**config.mk**
```make
export PLATFORM = sky130hd
export DESIGN_NAME = err_irq_pacer
export DESIGN_NICKNAME = d
export VERILOG_FILES = /design/src/rtl/irq_pacer_pkg.sv /design/src/rtl/pacer_addr_dec.sv /design/src/rtl/pacer_channel.sv /design/src/rtl/pacer_rd_path.sv /design/src/rtl/err_irq_pacer.sv
export SDC_FILE = /design/constraint.sdc
export NUM_CORES = 1
export LEC_CHECK = 0
export ABC_AREA = 1
export BUFFER_PORTS_ARGS = -buffer_cell sky130_fd_sc_hd__buf_4
export CORE_AREA = 2 2 110 112
export DETAILED_ROUTE_END_ITERATION = 10
export DIE_AREA = 0 0 112 114
export GPL_TIMING_DRIVEN = 1
export PLACE_DENSITY_LB_ADDON = 0.3
export SETUP_SLACK_MARGIN = 0.1
export SLEW_MARGIN = 15
export SYNTH_ARGS = -nofsm -noshare
export SYNTH_HDL_FRONTEND = slang
export SYNTH_HIERARCHICAL = 1
export SYNTH_SLANG_ARGS = --single-unit
export TNS_END_PERCENT = 30
```
**constraint.sdc**
```tcl
create_clock -name clk -period 4.43 [get_ports clk]
set_input_delay 0.443 -clock clk [delete_from_list [all_inputs] [get_ports clk]]
set_output_delay 0.443 -clock clk [all_outputs]
set_load 0.02 [all_outputs]
```
**src/rtl/irq_pacer_pkg.sv**
```systemverilog
package irq_pacer_pkg;

    localparam int DATA_W    = 64;
    localparam int CNT_W     = 16;
    localparam int MODE_BIT  = CNT_W;
    localparam int USED_W    = CNT_W + 1;
    localparam int RSVD_W    = DATA_W - USED_W;

    typedef struct packed {
        logic             every;
        logic [CNT_W-1:0] cnt;
    } chan_cfg_t;

    typedef enum logic [1:0] {
        ACC_NONE  = 2'd0,
        ACC_READ  = 2'd1,
        ACC_WRITE = 2'd2
    } acc_kind_t;

    function automatic logic [DATA_W-1:0] cfg_to_word(input chan_cfg_t c);
        logic [DATA_W-1:0] w;
        w = '0;
        w[CNT_W-1:0] = c.cnt;
        w[MODE_BIT]  = c.every;
        return w;
    endfunction

    function automatic chan_cfg_t word_to_cfg(input logic [DATA_W-1:0] w);
        chan_cfg_t c;
        c.cnt   = w[CNT_W-1:0];
        c.every = w[MODE_BIT];
        return c;
    endfunction

endpackage

```
**src/rtl/pacer_addr_dec.sv**
```systemverilog
module pacer_addr_dec
    import irq_pacer_pkg::*;
#(
    parameter int                NUM_CH = 4,
    parameter int                ADDR_W = 40,
    parameter logic [ADDR_W-1:0] BASE   = 40'h84_0000_0C10,
    parameter int                STRIDE = 4096
) (
    input  logic              en,
    input  logic              we,
    input  logic              priv,
    input  logic [ADDR_W-1:0] addr,
    output acc_kind_t         kind,
    output logic [NUM_CH-1:0] sel
);

    logic [NUM_CH-1:0] match;

    for (genvar i = 0; i < NUM_CH; i++) begin : g_match
        localparam logic [ADDR_W-1:0] CH_ADDR =
            BASE + ADDR_W'(i) * ADDR_W'(STRIDE);
        assign match[i] = (addr == CH_ADDR);
    end

    always_comb begin
        kind = ACC_NONE;
        if (en) begin
            kind = we ? ACC_WRITE : ACC_READ;
        end
        sel = (en && priv) ? match : '0;
    end

endmodule

```
**src/rtl/pacer_channel.sv**
```systemverilog
module pacer_channel
    import irq_pacer_pkg::*;
(
    input  logic      clk,
    input  logic      rst,
    input  logic      wr,
    input  chan_cfg_t wr_cfg,
    input  logic      err,
    output chan_cfg_t cfg,
    output logic      irq
);

    chan_cfg_t cfg_q;
    chan_cfg_t cfg_d;
    logic      irq_d;
    logic      at_one;
    logic      at_zero;

    assign at_one  = (cfg_q.cnt == CNT_W'(1));
    assign at_zero = (cfg_q.cnt == '0);

    always_comb begin
        cfg_d = cfg_q;
        irq_d = 1'b0;
        if (err) begin
            if (cfg_q.every) begin
                irq_d = 1'b1;
            end else if (!wr && !at_zero) begin
                cfg_d.cnt = cfg_q.cnt - CNT_W'(1);
                irq_d     = at_one;
            end
        end
        if (wr) begin
            cfg_d = wr_cfg;
        end
    end

    always_ff @(posedge clk) begin
        if (rst) begin
            cfg_q <= '0;
            irq   <= 1'b0;
        end else begin
            cfg_q <= cfg_d;
            irq   <= irq_d;
        end
    end

    assign cfg = cfg_q;

endmodule

```
**src/rtl/pacer_rd_path.sv**
```systemverilog
module pacer_rd_path
    import irq_pacer_pkg::*;
#(
    parameter int NUM_CH = 4
) (
    input  logic                   clk,
    input  logic                   rst,
    input  acc_kind_t              kind,
    input  logic [NUM_CH-1:0]      sel,
    input  chan_cfg_t [NUM_CH-1:0] cfgs,
    output logic                   rvalid,
    output logic [DATA_W-1:0]      rdata
);

    logic [DATA_W-1:0] mux;

    always_comb begin
        mux = '0;
        for (int i = 0; i < NUM_CH; i++) begin
            if (sel[i]) begin
                mux = mux | cfg_to_word(cfgs[i]);
            end
        end
    end

    always_ff @(posedge clk) begin
        if (rst) begin
            rvalid <= 1'b0;
            rdata  <= '0;
        end else begin
            rvalid <= (kind == ACC_READ);
            rdata  <= (kind == ACC_READ) ? mux : '0;
        end
    end

endmodule

```
**src/rtl/err_irq_pacer.sv**
```systemverilog
module err_irq_pacer
    import irq_pacer_pkg::*;
#(
    parameter int                NUM_CH = 4,
    parameter int                ADDR_W = 40,
    parameter logic [ADDR_W-1:0] BASE   = 40'h84_0000_0C10,
    parameter int                STRIDE = 4096
) (
    input  logic              clk,
    input  logic              rst,
    input  logic              bus_en,
    input  logic              bus_we,
    input  logic [ADDR_W-1:0] bus_addr,
    input  logic [DATA_W-1:0] bus_wdata,
    input  logic              bus_priv,
    output logic              bus_rvalid,
    output logic [DATA_W-1:0] bus_rdata,
    input  logic [NUM_CH-1:0] err_ev,
    output logic [NUM_CH-1:0] irq
);

    acc_kind_t                kind;
    logic [NUM_CH-1:0]        sel;
    logic [NUM_CH-1:0]        ch_wr;
    chan_cfg_t [NUM_CH-1:0]   cfgs;
    logic [NUM_CH-1:0][CNT_W-1:0] ch_cnt;
    logic [NUM_CH-1:0]        ch_every;
    chan_cfg_t                wr_cfg;

    assign wr_cfg = word_to_cfg(bus_wdata);

    pacer_addr_dec #(
        .NUM_CH(NUM_CH), .ADDR_W(ADDR_W), .BASE(BASE), .STRIDE(STRIDE)
    ) u_dec (
        .en(bus_en), .we(bus_we), .priv(bus_priv), .addr(bus_addr),
        .kind(kind), .sel(sel)
    );

    for (genvar i = 0; i < NUM_CH; i++) begin : g_ch
        assign ch_wr[i]    = sel[i] && (kind == ACC_WRITE);
        assign ch_cnt[i]   = cfgs[i].cnt;
        assign ch_every[i] = cfgs[i].every;

        pacer_channel u_ch (
            .clk(clk), .rst(rst),
            .wr(ch_wr[i]), .wr_cfg(wr_cfg),
            .err(err_ev[i]),
            .cfg(cfgs[i]), .irq(irq[i])
        );
    end

    pacer_rd_path #(.NUM_CH(NUM_CH)) u_rd (
        .clk(clk), .rst(rst), .kind(kind), .sel(sel), .cfgs(cfgs),
        .rvalid(bus_rvalid), .rdata(bus_rdata)
    );

endmodule

```
## Word-level counts from Yosys, hierarchy flattened

Index checks and enable logic that the tools add are counted.

- Bits in registers: 137
- Input bits: 113
- Word-level logic and storage cells: 109

- $add $sub $neg: 4
- Eq/ne operators: 14
- Muxes and demuxes: 31
- Bitwise operators: 8
- Reductions and logical operators: 38

Operator list:

| kind | count |
|---|---|
| 16-bit 2-to-1 mux | 16 |
| 64-bit 2-to-1 mux | 3 |
| 40-bit == test, second input constant | 4 |
| 64-bit by 17-bit bitwise OR with 64-bit output | 2 |
| 16-bit by 1-bit == test with 1-bit output, second input constant | 4 |
| 16-bit zero test | 4 |
| 16-bit by 1-bit subtractor with 16-bit output, second input constant | 4 |
| 17-bit 2-to-1 mux | 1 |
| 17-bit bitwise OR | 1 |
| 2-bit nonzero test | 8 |
| 3-bit AND reduction | 4 |
| 2-bit OR reduction | 5 |
| 1-bit logical AND | 9 |
| 1-bit zero test | 8 |
| 1-bit 2-to-1 mux | 8 |
| 2-bit by 1-bit != test with 1-bit output, second input constant | 4 |
| 1-bit NOT | 5 |
| 2-bit 2-to-1 mux | 2 |
| 4-bit 2-to-1 mux | 1 |
| 2-bit by 1-bit == test with 1-bit output, second input constant | 1 |
| 2-bit == test, second input constant | 1 |

## Depth between registers and ports, before layout

Gate-level depths: netlist of run 1.

- Depth after elaboration: 10
- Mapped depth: 17
- Depth with buffers taken out: 16

## By module

Netlist of run 1, hierarchy kept.

By module, submodules not included:

| module | instances | cells each | area an instance (sq um) | seq. area each (sq um) |
|---|---|---|---|---|
| pacer_channel | 4 | 202 | 1227.4 | 360.3 |
| pacer_rd_path | 1 | 216 | 1353.8 | 360.3 |
| pacer_addr_dec | 1 | 70 | 282.8 | 0.0 |
| err_irq_pacer | 1 | 10 | 40.0 | 0.0 |

## Worst setup path before layout of run 1

Ideal clock, no wire load.

- Path type: input -> register
- From: in bus_addr[31]
- To: reg g_ch[0].u_ch.cfg_q (netlist bit g_ch[0].u_ch/cfg[13])
- Setup time: 0.128 ns
- Arrival time: 1.904 ns
- Slack: 2.398 ns
- Stages on the path: 16
- Path through: nor2_1 -> and2_2 -> nand2_1 -> nor2_2 -> nand2_1 -> nor2_1 -> inv_1 -> nor2_1 -> inv_2 -> o21ai_0 -> nand2_2 -> buf_6 -> nand2_2 -> nand2_1 -> nor2_1 -> nor2_1

- Word-level cells in the longest chain between the ends: 7
- Elaborated cells between the ends (all ways): 10
- Classes of those cells: eq/ne: 2; mux: 2; reduce/logical: 6

Ends and longest elaborated chain:

| element | RTL line | source |
|---|---|---|
| from (decl) | err_irq_pacer.sv:13 | `input logic [ADDR_W-1:0] bus_addr,` |
| 40-bit == test (*) | pacer_addr_dec.sv:22 | `assign match[i] = (addr == CH_ADDR);` |
| 4-bit 2-to-1 mux (*) | pacer_addr_dec.sv:30 | `sel = (en && priv) ? match : '0;` |
| via sel[0] | err_irq_pacer.sv:23 | `logic [NUM_CH-1:0] sel;` |
| 1-bit logical AND (*) | err_irq_pacer.sv:40 | `assign ch_wr[i] = sel[i] && (kind == ACC_WRITE);` |
| via ch_wr[0] | err_irq_pacer.sv:24 | `logic [NUM_CH-1:0] ch_wr;` |
| 1-bit zero test | pacer_channel.sv:28 | `end else if (!wr && !at_zero) begin` |
| 1-bit logical AND | pacer_channel.sv:28 |  |
| 2-bit nonzero test (no line) | n/a |  |
| 3-bit AND reduction (no line) | n/a |  |
| to (signal assigned) | pacer_channel.sv:43 | `cfg_q <= cfg_d;` |
| to (decl) | pacer_channel.sv:13 | `chan_cfg_t cfg_q;` |

Mark *: on every way through the listed nets, which the timed path passes. The rest lies on a longest branch.
A chain may end at the register's enable or synchronous reset.

## Final worst setup path of run 1

- From: in bus_addr[16]
- To: reg g_ch[2].u_ch.cfg_q (netlist bit g_ch[2].u_ch/cfg[12])

- Word-level cells in the longest chain between the ends: 7
- Elaborated cells between the ends (all ways): 10
- Classes of those cells: eq/ne: 2; mux: 2; reduce/logical: 6

Ends and longest elaborated chain:

| element | RTL line |
|---|---|
| 40-bit == test (*) | pacer_addr_dec.sv:22 |
| 4-bit 2-to-1 mux (*) | pacer_addr_dec.sv:30 |
| via sel[2] | err_irq_pacer.sv:23 |
| 1-bit logical AND (*) | err_irq_pacer.sv:40 |
| via ch_wr[2] | err_irq_pacer.sv:24 |
| 1-bit zero test | pacer_channel.sv:28 |
| 1-bit logical AND | pacer_channel.sv:28 |
| 2-bit nonzero test (no line) | n/a |
| 3-bit AND reduction (no line) | n/a |
| to (signal assigned) | pacer_channel.sv:43 |
| to (decl) | pacer_channel.sv:13 |

Marked as above.

==> impl_results.md, run 1 <==
- H-tree Lvls: 3
- RD Place Congestion: ~0.94
- Mapped Cells: roughly 1.1k
- Pwr Density: between 500 and 600 mW/mm2
- Vias: roughly 6.8k
- FILL cells: approximately 1.1k
- Area leader, netlist: dfxtp_1
- Final instance area: about 0.0074 mm2
- Worst-path clk slew: 60 ps
- Register area: approximately 0.0018 mm2
- Setup Fix Bufs, Post-CTS: 0
- Die Area: roughly 0.013 mm2
- Layout area overhead: 12.4%
- Top cells by area, synth: dfxtp_1, nand2_1, nor2_1
- ANT nets after route: 0
- Drt total wl: 18,800 um
- Antenna diodes: 0
- Initial Utilization: 0.562
- CTS tree: done
- CTS hold repair buffers: 0
- First-pass GRT wire length: just under 30,000 um
- Clk_skew: 7.84 ps
- Setup TNS Final: 0 ps
- Netlist cell types: 29
- Avg WL per Cell: roughly 14 um
- Fin crit share: 0.551
- Post-Syn Area: roughly 0.0066 mm2
- Final setup viols: 0
- Count of final hold-check violations: 0
- GRT Total Usage: 0.294
- Drc violations: 0
- Later-pin clock latency in the skew report: approximately 350 ps
- Multi-input gate area: 0.00399 mm2
- CP Max Fanout: 18
- Post-synth top area share: 0.274
- Global route total overflow: 0
- CP endpoint kind: flop
- Core Util, Final: 0.632
- Max-cap violation count: 0
- Max-slew violations: 0
- Io pins: ~180
- Initial antenna violation count: 0
- Mean post-synth cell area: 5.97 um2
- Largest net degree at the start of global routing: 46
- Buffers on Ports: 87
- Static leakage: roughly 0.0037 uW
- F_max: 0.410 GHz
- CTS resizes: 0
- Vias in the first global route: between 5k and 6k
- Row count: 40
- Crit start category: input port
- Relative slew slack: 0.636
- Nets: roughly 1.3k
- Status: finished clean
- Max rail drop VDD: approximately 0.25 mV
- Final Critical Period: around 2400 ps
- Iter 0 DRT Violations: roughly 650
- Setup CP Type: in2reg
- Least-Margin Pin Slew: between 500 and 600 ps
- Sequential area share after synthesis: 0.274
- Post-DP Area: slightly above 0.007 mm2
- RSZ-0062 raised after global routing: no
- Die Width: 112 um
- Ys Warns: 6
- Drt pass-1 iters: 7
- Data required, critical path: between 4000 and 5000 ps
- Clock Tree Buf Depth: 2
- Root buf cell: clkbuf_16
- Vias per inst: ~5
- Core box area: approximately 0.012 mm2
- Critical Path AT: about 2700 ps
- Inserted Clock Buffers: 9
- Synth Register Bits: 90
- Die height: 114 um
- CTS Sinks: 90
- Detailed placement HPWL: around 14,000 um
- Hold Crit Class: in2reg
- Layout cells sized above 1: 0.150
-- cell families after synthesis --
kind of cell / count (synthesis) / synth area share
flip-flops: 90 / 0.274
AND/OR/NAND/NOR: 687 / 0.444
adder cells (fa/ha/maj): 8 / 0.0152
XOR/XNOR: 16 / 0.0213
AO/OA/AOI/OAI: 124 / 0.0980
buffers and inverters: 178 / 0.147
other: 1 / 0.000569
-- critical path, stage by stage --
cell	delay, ps
buf_4	110
inv_1	50
nand2_1	50
nor2_1	90
nand2_1	80
nor2_2	180
nand2_1	70
nor2_1	120
buf_4	260
inv_1	60
nor2_1	100
buf_4	220
inv_2	170
o21ai_0	140
nand2_2	220
nand2_1	110
nand2_1	50
nor2_1	80
nor2_1	40
-- layout by cell type, fill, tap and decap left out, drive strengths merged --
cell    count
nand2     367
nor2      235
inv       102
buf        95
dfxtp      90
a21oi      60
nand3      52
o21ai      52
conb       47
nor3       24
xor2       12
clkbuf     10
ha          8
a21boi      4
a31oi       4
xnor2       4
o21bai      4
nand4       4
bufinv      3
nand3b      3
clkinv      2
and2        1
nor2b       1
-- final cells by class --
class                      count  area share
clock inverter                 5      0.0140
tap                          147      0.0248
multi-input combinational    882       0.539
clock buffer                  10      0.0309
inverter                     102      0.0517
sequential                    90       0.243
timing repair buffer          95      0.0963
-- per-stage QoR --
| step | setup slack, ps | total power [uW] | cells | hold slack (ps) |
|---|---|---|---|---|
| finish | 1990 | 3740 | 1331 | 374 |
| detailed placement | 1660 | 2850 | 1316 | 511 |
| floorplan | 2400 | 2570 | 1150 | 482 |
| global route | 1700 | 4040 | 1331 | 383 |
| CTS | 2020 | 3730 | 1331 | 372 |
| global placement | 1720 | 2830 | 1316 | 510 |
-- state kept, by name, summed over array words and instances, names as in the netlist --
signal and flops:
u_rd/rdata 17, g_ch.u_ch/cfg 68, g_ch.u_ch/irq 4, u_rd/rvalid 1
-- metal layers --
metal	routed length (um)	GRT usage
met1	8060	0.395
met2	8500	0.483
met3	1770	0.0436
met4	489	0.106
met5	0	0
-- synthesized netlist by cell type, drive strengths merged --
cell type	n
nand2	367
nor2	235
inv	102
dfxtp	90
buf	64
a21oi	60
nand3	52
o21ai	52
nor3	24
clkbuf	12
xor2	12
ha	8
a21boi	4
a31oi	4
nand4	4
o21bai	4
xnor2	4
nand3b	3
and2	1
conb	1
nor2b	1
-- path summary, 6_finish.rpt --
check                           cells after the start  slack, ps                               from                                 to
worst max-delay path                               19       1990                       bus_addr[16]  g_ch[2].u_ch/cfg[12]$_SDFFE_PP0P_
worst min-delay path                                3        370                          err_ev[1]        g_ch[1].u_ch/irq$_SDFF_PP0_
worst max register to register                      9       2540   g_ch[2].u_ch/cfg[0]$_SDFFE_PP0P_   g_ch[2].u_ch/cfg[2]$_SDFFE_PP0P_
worst min register to register                      2        520  g_ch[1].u_ch/cfg[10]$_SDFFE_PP0P_  g_ch[1].u_ch/cfg[10]$_SDFFE_PP0P_
-- power breakdown --
part | internal, uW | switching, uW | total (uW)
registers | 957 | 223 | 1180
clock network | 548 | 321 | 870
logic | 609 | 1090 | 1690
total | 2110 | 1630 | 3740
Note: power is estimated with default switching activity, not from simulation.
==> run 2, diff against run 1 <==
--- a/config.mk
+++ b/config.mk
@@ -5,11 +5,11 @@
 export SDC_FILE = /design/constraint.sdc
 export NUM_CORES = 1
 export LEC_CHECK = 0
-export ABC_AREA = 1
+export ABC_AREA = 0
 export BUFFER_PORTS_ARGS = -buffer_cell sky130_fd_sc_hd__buf_4
-export CORE_AREA = 2 2 110 112
+export CORE_AREA = 2 2 116 118
 export DETAILED_ROUTE_END_ITERATION = 10
-export DIE_AREA = 0 0 112 114
+export DIE_AREA = 0 0 118 120
 export GPL_TIMING_DRIVEN = 1
 export PLACE_DENSITY_LB_ADDON = 0.3
 export SETUP_SLACK_MARGIN = 0.1
==> constraint.sdc (replaced) <==
create_clock -name clk -period 2.23 [get_ports clk]
set_input_delay 0.223 -clock clk [delete_from_list [all_inputs] [get_ports clk]]
set_output_delay 0.223 -clock clk [all_outputs]
set_load 0.02 [all_outputs]
==> run 2 against run 1 <==
Die area rose by 11%. Area after synthesis fell by 7.3%. Worst hold slack lost 220 ps. Total power increased to 3.1 times the previous value. Clock power up 74%. Critical path type is now reg2reg. Largest cell class unchanged. Highest routed layer unchanged.
==> impl_results.md, run 2 <==
- Metal3 WL: 1590 um
- Max-cap violation count: 0
- Simple-gate portion of the synthesized area: 0.325
- Row count: 42
- RSZ-0062 raised after global routing: yes
- Max reg flops: 68
- Worst path depth: 6
- CP Buf/Inv Count: 1
- Finished Layout Cells: roughly 1.1k
- Met1 wire length: approximately 8800 um
- Mean post-synth cell area: around 8.3 um2
- ANT nets after route: 0
- DR top layer: met4
- Number of flops mapped to enable cells by yosys: 0
- CP max-delay cell: dfxtp_1
- Die height: around 120 um
- FILL cells: roughly 1.2k
- Drt pass-1 iters: 6
- Area leader, netlist: dfxtp_1
- Status: finished clean
- Clock Tree Buf Depth: 2
- Drt total wl: about 21,000 um
- Hold Crit Class: in2reg
- Most frequent cells after synthesis: dfxtp_1, nor2_1, buf_4
- H-tree Lvls: 3
- CP endpoint kind: flop
- Ys flop type: dfxtp_1
- Asr flop ratio synth: 0
- CTS hold repair buffers: 0
- Ys Warns: 6
- CTS Sinks: 90
- Core Util, Final: 0.593
- Count of final hold-check violations: 0
- Drc violations: 0
- Post-synth top area share: 0.295
- Post-Syn Area: 0.00610 mm2
- Netlist cell types: 67
- Core box area: between 0.01 and 0.015 mm2
- Worst-path clk slew: around 70 ps
- Critical Path AT: between 2000 and 2500 ps
- Crit start category: flop
- Largest net degree at the start of global routing: 45
- Design Power: roughly 12,000 uW
- Antenna diodes: 0
- Area share of fa/ha/maj cells after synthesis: 0.0164
- RD Place Congestion: approximately 0.95
- Met2 routed WL: 9810 um
- Top cells by area, synth: dfxtp_1, buf_4, a22oi_1
- F_max: roughly 0.47 GHz
- Initial Utilization: 0.470
- Layout cells sized above 1: 0.292
- XOR/XNOR Fraction of Synth Area: 0
- Avg WL per Cell: a little over 20 um
- Main combinational cell family by area after synthesis: simple AND/OR/NAND/NOR gates
- CTS tree: done
- Pwr Density: about 1500 mW/mm2
- Io pins: roughly 180
- Iter 0 DRT Violations: 706
- Final setup viols: 0
- Data required, critical path: 2480 ps
- R2r worst-path depth: 6
- Initial antenna violation count: 0
- Vias: roughly 6.6k
- Vias in the first global route: between 6k and 7k
- Clk_skew: 10.2 ps
- Max rail drop VDD: approximately 0.72 mV
- Relative slew slack: 0.510
- Inserted Clock Buffers: 9
- Die Width: about 120 um
- Hold slack: 157 ps
- Setup CP Type: reg2reg
- Mux contribution to synthesized area: 0.0115
- CP cell instances: inv_1 -> ha_1 -> nor3b_1 -> nand4_2 -> and4_1 -> a2111oi_2
- Synth Register Bits: 90
- Vias per inst: between 6 and 7
- Root buf cell: clkbuf_16
- Most common cell in the synthesized netlist: dfxtp_1
- GRT Total Usage: 0.290
- Most frequent cells in the layout: buf_4, dfxtp_1, nor2_1
- Mapped Cells: 732
- Kind of cell adding the most delay to the critical path: simple AND/OR/NAND/NOR gates
- Detailed placement HPWL: roughly 15,000 um
- Most common cell after layout, fill and taps aside: buf_4
- Final Critical Period: 2110 ps
- Static leakage: between 0.002 and 0.003 uW
- Max-slew violations: 0
- Dpl cells: around 1.0k
- Sequential area share after synthesis: 0.295
- Buffers on Ports: 87
- Later-pin clock latency in the skew report: roughly 350 ps
- Nets: 992
- Largest stage delay on the critical path: between 300 and 400 ps
- CP Max Fanout: 8
- Least-Margin Pin Slew: between 700 and 800 ps
- Global route total overflow: 0
- Layout area overhead: 26.1%
- Die Area: roughly 0.014 mm2
- Compound-gate portion of the synthesized area: 0.244
- First-pass GRT wire length: between 30,000 and 40,000 um
- Hold Crit Depth: 2
- Fin crit share: 0.945
-- run 2: routing by layer --
layer,global-route usage,vias up
li1,-,3045
met1,0.377,3171
met2,0.465,305
met3,0.0442,67
met4,0.156,0
met5,0,-
-- run 2: worst paths after layout --
kind | from | to | slack, ps
setup / recovery | g_ch[0].u_ch/cfg[0]$_SDFFE_PP0P_ | g_ch[0].u_ch/cfg[5]$_SDFFE_PP0P_ | 120
hold / removal | err_ev[0] | g_ch[0].u_ch/irq$_SDFF_PP0_ | 160
setup reg to reg | g_ch[0].u_ch/cfg[0]$_SDFFE_PP0P_ | g_ch[0].u_ch/cfg[5]$_SDFFE_PP0P_ | 120
hold reg to reg | g_ch[0].u_ch/cfg[7]$_SDFFE_PP0P_ | g_ch[0].u_ch/cfg[7]$_SDFFE_PP0P_ | 540
-- run 2: per-stage QoR --
step | setup WS, ps | area (um2) | setup TNS (ps)
after detailed placement | -323 | 7240 | -6600
final | 123 | 7690 | 0
after CTS | 86.1 | 7550 | 0
after global routing | 13.8 | 7690 | 0
after floorplan | 35.7 | 6280 | 0
after global placement | -113 | 7240 | -1350
-- run 2: kinds of logic after synthesis --
group                    count (synthesis)
AND/OR/NAND/NOR                        321
multiplexers                             7
flip-flops                              90
buffers and inverters                  118
AO/OA/AOI/OAI                          187
adder cells (fa/ha/maj)                  8
other                                    1
-- run 2: what timing repair did --
item | CTS | global route
pin swaps | 0 | 6
gates resized for setup | 2 | 24
hold endpoints to repair | 0 | 0
endpoints found under the setup margin | 7 | 30
buffers inserted | 0 | 6
-- run 2: cell type report --
cell class | count | area [um2] | share of cell area
multi-input combinational | 570 | 3950 | 0.513
inverter | 30 | 114 | 0.0148
timing repair buffer | 170 | 1320 | 0.172
clock inverter | 5 | 38.8 | 0.00504
tap | 176 | 220 | 0.0286
sequential | 90 | 1800 | 0.234
clock buffer | 11 | 253 | 0.0328
-- run 2: power breakdown --
part / internal, uW / total (uW) / switching (uW)
clock network: 821 / 1510 / 688
logic: 3190 / 7350 / 4160
registers: 2140 / 2900 / 761
-- run 2: worst reg2reg max path, delay by kind of cell (launching register included) --
family	cells	cell delay, ps
AND/OR/NAND/NOR	3	880
buffers and inverters	1	110
adder cells (fa/ha/maj)	1	280
flip-flops	1	380
AO/OA/AOI/OAI	1	350
